## config.mk

```make
export PLATFORM = sky130hd
export DESIGN_NAME = spi_hs_master
export DESIGN_NICKNAME = d
export VERILOG_FILES = /design/src/rtl/spi_hs_pkg.sv /design/src/rtl/spi_hs_sync.sv /design/src/rtl/spi_hs_ctrl.sv /design/src/rtl/spi_hs_shifter.sv /design/src/rtl/spi_hs_master.sv
export SDC_FILE = /design/constraint.sdc
export NUM_CORES = 1
export LEC_CHECK = 0
export BUFFER_PORTS_ARGS = -buffer_cell sky130_fd_sc_hd__buf_2
export CORE_ASPECT_RATIO = 0.7
export CORE_MARGIN = 5
export CORE_UTILIZATION = 40
export DETAILED_ROUTE_END_ITERATION = 12
export PLACE_DENSITY = 0.67
export SETUP_SLACK_MARGIN = 0.15
export SKIP_LAST_GASP = 1
export SYNTH_ARGS = -nofsm -noshare
export SYNTH_HDL_FRONTEND = slang
export SYNTH_SLANG_ARGS = --single-unit
```

## constraint.sdc

```tcl
create_clock -name clk -period 2.8 [get_ports clk]
set_clock_uncertainty 0.2 [all_clocks]
set_input_delay 0.28 -clock clk [delete_from_list [all_inputs] [get_ports clk]]
set_output_delay 0.28 -clock clk [all_outputs]
set_load 0.03 [all_outputs]
```

## src/rtl/spi_hs_pkg.sv

```systemverilog
package spi_hs_pkg;
  typedef enum logic [1:0] {
    ST_IDLE  = 2'd0,
    ST_SETUP = 2'd1,
    ST_SHIFT = 2'd2,
    ST_POST  = 2'd3
  } spi_hs_state_e;
endpackage

```

## src/rtl/spi_hs_sync.sv

```systemverilog
module spi_hs_sync #(
  parameter int   STAGES  = 2,
  parameter logic RST_VAL = 1'b1
) (
  input  logic clk,
  input  logic rst_n,
  input  logic d,
  output logic q
);
  logic [STAGES-1:0] chain;

  generate
    if (STAGES == 1) begin : g_one
      always_ff @(posedge clk or negedge rst_n) begin
        if (!rst_n) chain <= RST_VAL;
        else        chain <= d;
      end
    end else begin : g_many
      always_ff @(posedge clk or negedge rst_n) begin
        if (!rst_n) chain <= {STAGES{RST_VAL}};
        else        chain <= {chain[STAGES-2:0], d};
      end
    end
  endgenerate

  assign q = chain[STAGES-1];
endmodule

```

## src/rtl/spi_hs_ctrl.sv

```systemverilog
module spi_hs_ctrl
  import spi_hs_pkg::*;
#(
  parameter int W     = 8,
  parameter int DIV_W = 8,
  parameter int DLY_W = 5
) (
  input  logic             clk,
  input  logic             rst_n,
  input  logic             tx_valid,
  input  logic             cs_hold,
  input  logic             ena_en,
  input  logic             ena_act,
  input  logic [DIV_W-1:0] clk_div,
  input  logic [DLY_W-1:0] setup_dly,
  input  logic [DLY_W-1:0] hold_dly,
  output logic             tx_ready,
  output logic             load,
  output logic             tick,
  output logic             lead,
  output logic             last,
  output logic             ph,
  output logic             cs_n,
  output logic             busy
);
  localparam int EDGES = 2 * W;
  localparam int EC_W  = $clog2(EDGES + 1);
  localparam int CNT_W = DLY_W + 1;

  spi_hs_state_e    st;
  logic [CNT_W-1:0] cnt;
  logic [DIV_W-1:0] hcnt;
  logic [EC_W-1:0]  ecnt;
  logic             go;
  logic [CNT_W-1:0] setup_ld;
  logic [CNT_W-1:0] hold_ld;

  assign go       = !ena_en || ena_act;
  assign setup_ld = {1'b0, setup_dly} + CNT_W'(1);
  assign hold_ld  = {1'b0, hold_dly};
  assign tx_ready = (st == ST_IDLE) || (st == ST_POST && cnt == '0 && cs_hold);
  assign load     = tx_valid && tx_ready;
  assign tick     = (st == ST_SETUP && cnt == '0 && go) ||
                    (st == ST_SHIFT && hcnt == '0);
  assign lead     = ~ecnt[0];
  assign last     = tick && (ecnt == EC_W'(EDGES - 1));
  assign busy     = (st != ST_IDLE);

  always_ff @(posedge clk or negedge rst_n) begin
    if (!rst_n) begin
      st   <= ST_IDLE;
      cnt  <= '0;
      hcnt <= '0;
      ecnt <= '0;
      ph   <= 1'b0;
      cs_n <= 1'b1;
    end else if (tick) begin
      ph   <= ~ph;
      ecnt <= ecnt + EC_W'(1);
      hcnt <= clk_div;
      if (last) begin
        st  <= ST_POST;
        cnt <= hold_ld;
      end else begin
        st  <= ST_SHIFT;
      end
    end else begin
      case (st)
        ST_IDLE: begin
          if (load) begin
            st   <= ST_SETUP;
            cnt  <= setup_ld;
            ecnt <= '0;
            cs_n <= 1'b0;
          end
        end
        ST_SETUP: begin
          if (cnt != '0) cnt <= cnt - CNT_W'(1);
        end
        ST_SHIFT: begin
          hcnt <= hcnt - DIV_W'(1);
        end
        ST_POST: begin
          if (cnt != '0) begin
            cnt <= cnt - CNT_W'(1);
          end else if (load) begin
            st   <= ST_SETUP;
            cnt  <= setup_ld;
            ecnt <= '0;
          end else begin
            st   <= ST_IDLE;
            cs_n <= 1'b1;
          end
        end
        default: st <= ST_IDLE;
      endcase
    end
  end

  p_cs_busy_r11: assert property (@(posedge clk) disable iff (!rst_n)
    busy == !cs_n);
  p_idle_level_r3: assert property (@(posedge clk) disable iff (!rst_n)
    cs_n |-> !ph);
  p_word_edges_r3: assert property (@(posedge clk) disable iff (!rst_n)
    $rose(cs_n) |-> ecnt == EC_W'(EDGES));
  p_stall_r8: assert property (@(posedge clk) disable iff (!rst_n)
    (st == ST_SETUP && ena_en && !ena_act) |=> $stable(ph));
  p_hold_keep_r10: assert property (@(posedge clk) disable iff (!rst_n)
    (st == ST_POST && load) |=> !cs_n);
  p_no_accept_r2: assert property (@(posedge clk) disable iff (!rst_n)
    (st == ST_SHIFT || st == ST_SETUP) |-> !tx_ready);
endmodule

```

## src/rtl/spi_hs_shifter.sv

```systemverilog
module spi_hs_shifter #(
  parameter int W = 8
) (
  input  logic         clk,
  input  logic         rst_n,
  input  logic         cpha,
  input  logic         load,
  input  logic [W-1:0] tx_data,
  input  logic         tick,
  input  logic         lead,
  input  logic         last,
  input  logic         miso,
  output logic         mosi,
  output logic [W-1:0] rx_data,
  output logic         rx_valid
);
  logic [W-1:0] txsh;
  logic [W-1:0] rxsh;
  logic         drv;
  logic         samp;

  assign drv  = tick && (lead == cpha);
  assign samp = tick && (lead != cpha);

  always_ff @(posedge clk or negedge rst_n) begin
    if (!rst_n) begin
      txsh     <= '0;
      rxsh     <= '0;
      mosi     <= 1'b0;
      rx_data  <= '0;
      rx_valid <= 1'b0;
    end else begin
      rx_valid <= last;
      if (load) begin
        if (cpha) begin
          mosi <= 1'b0;
          txsh <= tx_data;
        end else begin
          mosi <= tx_data[W-1];
          txsh <= {tx_data[W-2:0], 1'b0};
        end
      end else if (drv) begin
        mosi <= txsh[W-1];
        txsh <= {txsh[W-2:0], 1'b0};
      end
      if (samp) rxsh <= {rxsh[W-2:0], miso};
      if (last) rx_data <= cpha ? {rxsh[W-2:0], miso} : rxsh;
    end
  end

  p_rx_pulse_r5: assert property (@(posedge clk) disable iff (!rst_n)
    rx_valid |=> !rx_valid);
endmodule

```

## src/rtl/spi_hs_master.sv

```systemverilog
module spi_hs_master #(
  parameter int W     = 8,
  parameter int DIV_W = 8,
  parameter int DLY_W = 5
) (
  input  logic             clk,
  input  logic             rst_n,
  input  logic             tx_valid,
  output logic             tx_ready,
  input  logic [W-1:0]     tx_data,
  output logic             rx_valid,
  output logic [W-1:0]     rx_data,
  output logic             busy,
  input  logic             cpol,
  input  logic             cpha,
  input  logic [DIV_W-1:0] clk_div,
  input  logic [DLY_W-1:0] setup_dly,
  input  logic [DLY_W-1:0] hold_dly,
  input  logic             cs_hold,
  input  logic             ena_en,
  output logic             sclk,
  output logic             mosi,
  input  logic             miso,
  output logic             cs_n,
  input  logic             ena_n
);
  logic ena_q;
  logic load;
  logic tick;
  logic lead;
  logic last;
  logic ph;

  spi_hs_sync #(.STAGES(2), .RST_VAL(1'b1)) u_sync (
    .clk   (clk),
    .rst_n (rst_n),
    .d     (ena_n),
    .q     (ena_q)
  );

  spi_hs_ctrl #(.W(W), .DIV_W(DIV_W), .DLY_W(DLY_W)) u_ctrl (
    .clk       (clk),
    .rst_n     (rst_n),
    .tx_valid  (tx_valid),
    .cs_hold   (cs_hold),
    .ena_en    (ena_en),
    .ena_act   (~ena_q),
    .clk_div   (clk_div),
    .setup_dly (setup_dly),
    .hold_dly  (hold_dly),
    .tx_ready  (tx_ready),
    .load      (load),
    .tick      (tick),
    .lead      (lead),
    .last      (last),
    .ph        (ph),
    .cs_n      (cs_n),
    .busy      (busy)
  );

  spi_hs_shifter #(.W(W)) u_shift (
    .clk      (clk),
    .rst_n    (rst_n),
    .cpha     (cpha),
    .load     (load),
    .tx_data  (tx_data),
    .tick     (tick),
    .lead     (lead),
    .last     (last),
    .miso     (miso),
    .mosi     (mosi),
    .rx_data  (rx_data),
    .rx_valid (rx_valid)
  );

  assign sclk = cpol ^ ph;
endmodule

```

==> results.cfg, run 1 <==
[final_layout]
multi_input_area_um2 = 1560
drive_gt1_share_pct = 30.3
synthToLayoutAreaGrowth_pct = 22.3
post-route-util_pct = 49.9
regArea_um2 = 1280
diodes = 0
n_fill_cell = 675
final_area_um2 = 3600
nets = 401
layout_common_cells = buf_2, dfrtp_1, nand2_1

[synth]
ys_async_sr_fraction_pct = 100
syn_avg_cell_area_um2 = 10.3
yosys_warnings = 0
yosysTopAreaCell = dfrtp_1
synth_cell_type_count = 53
synth_top_family_by_area = compound AO/OA/AOI/OAI gates
ys.flop_type = dfrtp_1
synth-simple-area-share_pct = 14.3
synthTopCellsByArea = dfrtp_1, mux2i_1, nand2_1
synth-edff-count = 0
synthMuxAreaShare_pct = 14.4
synthAdderAreaFrac_pct = 4.25
synth_top_cell_area_share_pct = 40.8
synth_fp_nets = 331
synth-seq-area-share_pct = 43.5
synth-xor-area-share_pct = 4.76
synthCells = 286
synthesis.area_um2 = 2950
ys_ff_latch = 51
synth_compound_area_share_pct = 14.6

[global_routing]
grt_pass1_wl_um = 11200
antenna_found_initial = 0
grt_pass1_vias = 2247
track_usage_pct = 15.2
grt_max_degree = 30
overflow = 0

[clocking]
numCtsBuffers = 5
clk_latency_ps = 320
root_buffer = clkbuf_8
cts_tree = built
clkTransAtPathRegs_ps = 110
htreeDepth = 2
clock-sinks = 51
cts_buffer_depth = 2

[outcome]
status = finished clean

[flow_run]
drv_cap = 0

[timing]
rsz0062_at_grt = true
final-setup-viol-count = 0
timing.final.crit_share_pct = 92.9
timing.hold.ws_ps = 32.8
report.final.slew_viol_count = 0
slew_headroom_pct = 53.0
maxClockFrequency_ghz = 0.384
hold_viol = 0
final.setup.tns_ps = 0
tightest_slew_ps = 705
min_period_ps = 2600

[worst_setup_path]
required_ps = 2820
crit_fanout = 8
cp-start-kind = flip-flop
end_kind = flip-flop
crit_arrival_ps = 2620
path_class = flip-flop to flip-flop

[min_path]
hp-class = primary input to flip-flop

[power]
power-per-cell-area_nw_per_um2 = 638
p_leak_nw = 1.71
finalPower_w = 0.00230
irDropWorstVdd_uv = 231

[floorplanning]
row_count = 26
fp.dieH_um = 81.8
design.core.area_um2 = 7220
pin_count = 49
dieWidth_um = 113
initial_core_util_pct = 40.8
die-area_um2 = 9210

[placement]
placed_cell_area_um2 = 3360
io_buffers = 48
gp_congestion = 0.938
hpwl_um = 4920

[routing]
via_per_inst = 5.22
antenna_left = 0
vias = 2373
first_pass_iters = 4
drc = 0
drt-total-wl_um = 6700
routedWlPerCell_um = 14.7
drt_iter0_markers = 129
## cells by family after synthesis
kind of cell    Yosys count
compound gates           61
xor+xnor                 16
fa+ha+maj                10
buf+inv                  28
flops                    51
mux                      38
simple gates             82
## sequential cells by signal, indices dropped and copies added, names as in the netlist, 2 cells and up
name,cells
u_ctrl.hcnt,8
u_ctrl.st,2
u_ctrl.ecnt,5
u_shift.rx_data,8
u_sync.chain,2
u_ctrl.cnt,6
u_shift.txsh,8
u_shift.rxsh,8
## cell type report
class / instances / area share [%]
tap: 98 / 3.40
multi-input combinational: 207 / 43.3
clock buffer: 5 / 1.91
clock inverter: 3 / 0.799
timing repair buffer: 76 / 13.5
inverter: 15 / 1.56
sequential: 51 / 35.5
## power breakdown
group | switching, W | leakage, nW | internal (W)
clock | 0.000288 | 0.0511 | 0.000189
combinational | 0.000392 | 1.03 | 0.000389
sequential | 0.000137 | 0.634 | 0.000902
## routing by layer
| metal | vias to the layer above | track usage, % | share of wire [%] |
|---|---|---|---|
| li1 | 1168 | - | - |
| met1 | 1135 | 22.8 | 51 |
| met2 | 64 | 22.5 | 42 |
| met3 | 6 | 3.24 | 6.3 |
| met4 | 0 | 3.24 | 0.61 |
| met5 | - | 0 | 0 |
## synth_stat cells, types with 2 or more instances
master / count
o311ai_0: 2
nor2_1: 12
mux2i_1: 22
xnor2_1: 9
buf_2: 4
mux2_2: 10
dfstp_2: 3
o31ai_1: 4
a22o_1: 2
or4_1: 2
inv_1: 15
nor3_1: 4
a22oi_1: 2
o21ai_1: 2
nand3b_1: 2
o221a_2: 4
ha_1: 10
nor4b_1: 3
o21ai_0: 24
nand2_1: 34
dfrtp_1: 48
mux2_4: 6
buf_6: 2
nand3_1: 11
a21oi_1: 9
clkbuf_1: 7
xor2_1: 7
## final timing paths
check,startpoint,depth (start not counted),to,slack (ps)
max in group asynchronous,rst_n,3,u_ctrl.ecnt[0],1420
worst min-delay path,tx_data[0],2,u_shift.txsh[0],30
min in group asynchronous,rst_n,2,u_shift.txsh[6],330
worst max-delay path,u_ctrl.cnt[0],7,u_shift.rxsh[2],200
worst max register to register,u_ctrl.cnt[0],7,u_shift.rxsh[2],200
worst min register to register,u_sync.chain[0],0,u_sync.chain[1],170
## critical path: stages (launching register included)
cell and delay (ps):
dfrtp_1 420, inv_2 90, ha_4 160, or4b_4 500
a2111oi_4 390, nor2_2 120, nor2_4 260, mux2_2 370
## metrics by stage
stage               setup slack, ps  instances
floorplan                       220        286
global placement                194        435
detailed placement             91.9        435
CTS                             235        454
global route                    104        455
finish                          198        455
## timing repair
action                                  in CTS  in global routing
endpoints found under the hold margin       34                  0
buffers inserted                             0                  1
hold buffers                                11                  0
endpoints found under the setup margin      17                 11
gates resized for setup                      1                  6
pin swaps                                    2                  3
gates cloned                                 0                  0
Note: power is estimated with default switching activity, not from simulation.
==> inputs of run 2 (changes only) <==
Settings changed: BUFFER_PORTS_ARGS -buffer_cell sky130_fd_sc_hd__buf_2 to unset, DONT_BUFFER_PORTS set to 1, PLACE_DENSITY 0.67 to 0.61.
==> results.cfg, run 2 (synthesis results as in run 1) <==
[power]
irDropWorstVdd_uv = 238
p_sw_w = 0.000778
swShare_pct = 35.0
p_leak_nw = 1.53
p_seq_share_pct = 48.0
power-per-cell-area_nw_per_um2 = 649
finalPower_w = 0.00222
combPwrFrac_pct = 31.8
p_int_w = 0.00144
p_clk_share_pct = 20.2

[timing]
timing.hold.ws_ps = 31.4
report.final.slew_viol_count = 0
min_period_ps = 2510
final.setup.tns_ps = 0
final-setup-viol-count = 0
hold_viol = 0
maxClockFrequency_ghz = 0.398
timing.final.crit_share_pct = 89.7
slew_headroom_pct = 58.2
tightest_slew_ps = 625
rsz0062_at_grt = false

[clocking]
clock-sinks = 51
numCtsBuffers = 5
cts_tree = built
htreeDepth = 2
clk_latency_ps = 310
clkTransAtPathRegs_ps = 100
root_buffer = clkbuf_8
cts_buffer_depth = 2

[worst_setup_path]
ff2ff_path_depth = 8
crit_fanout = 17
worstSetupPathDepth = 8
r2r-start = u_ctrl.cnt[0]
critPathSlowestCell = or4b_4
crit_arrival_ps = 2520
cp-start-kind = flip-flop
crit_chain = inv_1 > ha_2 > or4b_4 > a2111oi_4 > nor2_2 > buf_4 > o221a_2 > o31ai_2
end_kind = flip-flop
critPathLaunch = u_ctrl.cnt[0]
slowest_delay_ps = 510
path_buf_inv = 2
critPathTopFamily = compound AO/OA/AOI/OAI gates
required_ps = 2810
path_class = flip-flop to flip-flop

[floorplanning]
dieWidth_um = 113
die-area_um2 = 9210
row_count = 26
design.core.area_um2 = 7220
fp.dieH_um = 81.8
initial_core_util_pct = 40.8
pin_count = 49

[min_path]
whs_path_depth = 2
hp-class = primary input to flip-flop
min_from = hold_dly[4]

[final_layout]
layout_common_cells = dfrtp_1, nand2_1, o21ai_0
drive_gt1_share_pct = 18.6
n_fill_cell = 678
final_area_um2 = 3420
nets = 356
diodes = 0
mostFrequentLayoutCell = dfrtp_1
synthToLayoutAreaGrowth_pct = 16.1

[routing]
drt_iter0_markers = 114
antenna_left = 0
via_per_inst = 5.26
drt-total-wl_um = 6360
first_pass_iters = 4
routedWlPerCell_um = 15.5
vias = 2157
drc = 0

[global_routing]
antenna_found_initial = 0
met1_usage_pct = 22.0
overflow = 0
use_met2_pct = 20.9
track_usage_pct = 14.9
busiest_layer = met1
grt_pass1_vias = 2181
grt_max_degree = 52
met3_usage_pct = 4.71
grt_pass1_wl_um = 11100

[placement]
placed_cell_area_um2 = 3100
io_buffers = 0
hpwl_um = 4510
gp_congestion = 0.879

[flow_run]
drv_cap = 0

[outcome]
status = finished clean
-- run 2: cell count changes in the layout (fill, tap and decap cells not counted), sizes merged --
cell         before  now
clkinv            0    2
buf              65   14
inv              18   16
dlygate4sd3      11   17
-- run 2: final timing paths --
path / end / slack, ps
hold reg to reg: u_sync.chain[1] / 160
setup reg to reg: u_ctrl.cnt[0] / 290
setup / recovery: u_ctrl.cnt[0] / 290
min in group asynchronous: u_shift.mosi / 280
max in group asynchronous: u_ctrl.cs_n / 1820
hold / removal: u_ctrl.cnt[4] / 30
-- run 2: stage by stage --
stage	setup WS (ps)	instances	util [%]
final	289	410	47.3
after global routing	168	410	47.3
after CTS	158	410	47.1
after detailed placement	108	384	42.9
after global placement	154	384	42.9
after floorplan	220	286	-
-- run 2: repair_timing --
| action | 4_1_cts | 5_1_grt |
|---|---|---|
| setup endpoints to repair | 6 | 35 |
| pin swaps | 0 | 1 |
| setup buffers | 0 | 0 |
| gates resized for setup | 3 | 4 |
| endpoints found under the hold margin | 72 | 0 |
| hold buffers | 18 | 0 |
| gates cloned | 0 | 0 |
-- run 2: cell type report --
type | count | area [um^2] | share of cell area [%]
Multi-Input combinational cell | 207 | 1570 | 45.9
Tap cell | 98 | 123 | 3.59
Clock buffer | 5 | 68.8 | 2.01
Timing Repair Buffer | 31 | 299 | 8.74
Sequential cell | 51 | 1280 | 37.4
Inverter | 15 | 56.3 | 1.65
Clock inverter | 3 | 22.5 | 0.659
-- run 2: routing by layer --
metal  part of all wire (%)  routed length, um
met5                      0                  0
met4                    1.0                 65
met3                    7.3                467
met2                     42               2650
met1                     50               3180
-- run 2: power groups by stage --
stage                     Clock, W  Sequential (W)  Combinational [W]
after global routing      0.000493         0.00109           0.000795
after global placement           0         0.00107           0.000624
final                     0.000448         0.00107           0.000706
after detailed placement         0         0.00108           0.000634
after floorplan                  0         0.00105           0.000521
after CTS                 0.000465         0.00106           0.000696
==> inputs of run 3 (changes only) <==
Settings changed: CORE_MARGIN 5 to 3.
==> results.cfg, run 3 (synthesis results as in run 1) <==
[clocking]
htreeDepth = 2
clock-sinks = 51
clk_latency_ps = 300
cts_tree = built
numCtsBuffers = 5
cts_buffer_depth = 2
clkTransAtPathRegs_ps = 100
root_buffer = clkbuf_8

[min_path]
min_from = cpha
hp-class = primary input to flip-flop

[timing]
timing.final.crit_share_pct = 91.7
final-setup-viol-count = 0
maxClockFrequency_ghz = 0.389
slew_headroom_pct = 58.9
hold_viol = 0
final.setup.tns_ps = 0
min_period_ps = 2570
rsz0062_at_grt = true
report.final.slew_viol_count = 0
fin_ws_ps = 231
tightest_slew_ps = 615

[final_layout]
layout_common_cells = dfrtp_1, nand2_1, o21ai_0
fin_cells = 407
drive_gt1_share_pct = 19.2
mostFrequentLayoutCell = dfrtp_1
diodes = 0
nets = 357
synthToLayoutAreaGrowth_pct = 16.3
n_fill_cell = 653

[floorplanning]
dieWidth_um = 109
design.core.area_um2 = 6940
pin_count = 49
die-area_um2 = 8450
row_count = 25
fp.dieH_um = 77.8
initial_core_util_pct = 42.4

[routing]
drt_iter0_markers = 128
vias = 2165
antenna_left = 0
via_per_inst = 5.32
drt-total-wl_um = 6530
first_pass_iters = 4
routedWlPerCell_um = 16.1
drc = 0

[worst_setup_path]
path_class = flip-flop to flip-flop
crit_arrival_ps = 2560
end_kind = flip-flop
r2r-start = u_ctrl.cnt[0]
crit_fanout = 8
required_ps = 2800
cp-start-kind = flip-flop
critPathLaunch = u_ctrl.cnt[0]

[power]
irDropWorstVdd_uv = 257
p_leak_nw = 1.53
power-per-cell-area_nw_per_um2 = 649

[outcome]
status = finished clean

[placement]
gp_congestion = 0.880
dp_cells = 381
io_buffers = 0
hpwl_um = 4500
place_ws_ps = 101

[global_routing]
antenna_found_initial = 0
grt_pass1_wl_um = 11200
grt_pass1_vias = 2229
track_usage_pct = 16.6
grt_max_degree = 52
overflow = 0

[flow_run]
drv_cap = 0
run 3: where the power goes:
group          internal, W  leakage, nW  switching, W
registers         0.000902        0.634      0.000170
clock network     0.000181       0.0461      0.000266
logic             0.000365        0.847      0.000340
total              0.00145         1.53      0.000776
run 3: what timing repair did:
item                       CTS  global route
hold buffers                18             0
hold endpoints to repair    71             0
resized for setup            1             6
pin swaps                    1             2
buffers inserted             0             0
setup endpoints to repair   21            16
run 3: path summary, 6_finish.rpt:
path | endpoint | slack [ps] | cells after the start
max | u_shift.rxsh[4] | 230 | 7
min | u_shift.rx_data[5] | 10 | 2
max reg2reg | u_shift.rxsh[4] | 230 | 7
min reg2reg | u_sync.chain[1] | 160 | 0
max in group asynchronous | u_ctrl.cs_n | 1830 | 2
min in group asynchronous | u_shift.txsh[2] | 310 | 2
run 3: per-layer routing:
metal / track usage (%) / up-vias / wire, um
li1: - / 1070 / -
met1: 24.9 / 1032 / 3360
met2: 24.4 / 61 / 2750
met3: 4.24 / 2 / 408
met4: 2.65 / 0 / 21
met5: 0 / - / 0
run 3: layout make-up:
cell class,count,area (um^2),share of cell area [%]
clock buffers,5,68.8,2.01
well taps,94,118,3.43
multi-input cells,207,1560,45.7
clock inverters,3,23.8,0.694
inverters,15,56.3,1.64
repair buffers,32,315,9.20
flip-flops and latches,51,1280,37.4
run 3: worst max-delay path, stage by stage, from the launching register on:
cell and delay (ps):
dfrtp_1 400, inv_2 80, ha_4 160, or4b_4 510, a2111oi_4 410, nor2_2 100, nor2_4 230, mux2_2 370
run 3: through the flow:
stage | power (W) | instance area [um^2] | hold WS, ps | util [%]
3_3_place_gp | 0.00170 | 3110 | -214 | 44.8
4_1_cts | 0.00222 | 3400 | 1.75 | 49.0
2_1_floorplan | 0.00157 | 2950 | -216 | -
5_1_grt | 0.00240 | 3430 | 9.27 | 49.3
6_report | 0.00222 | 3430 | 12.9 | 49.3
3_5_place_dp | 0.00171 | 3110 | -214 | 44.8
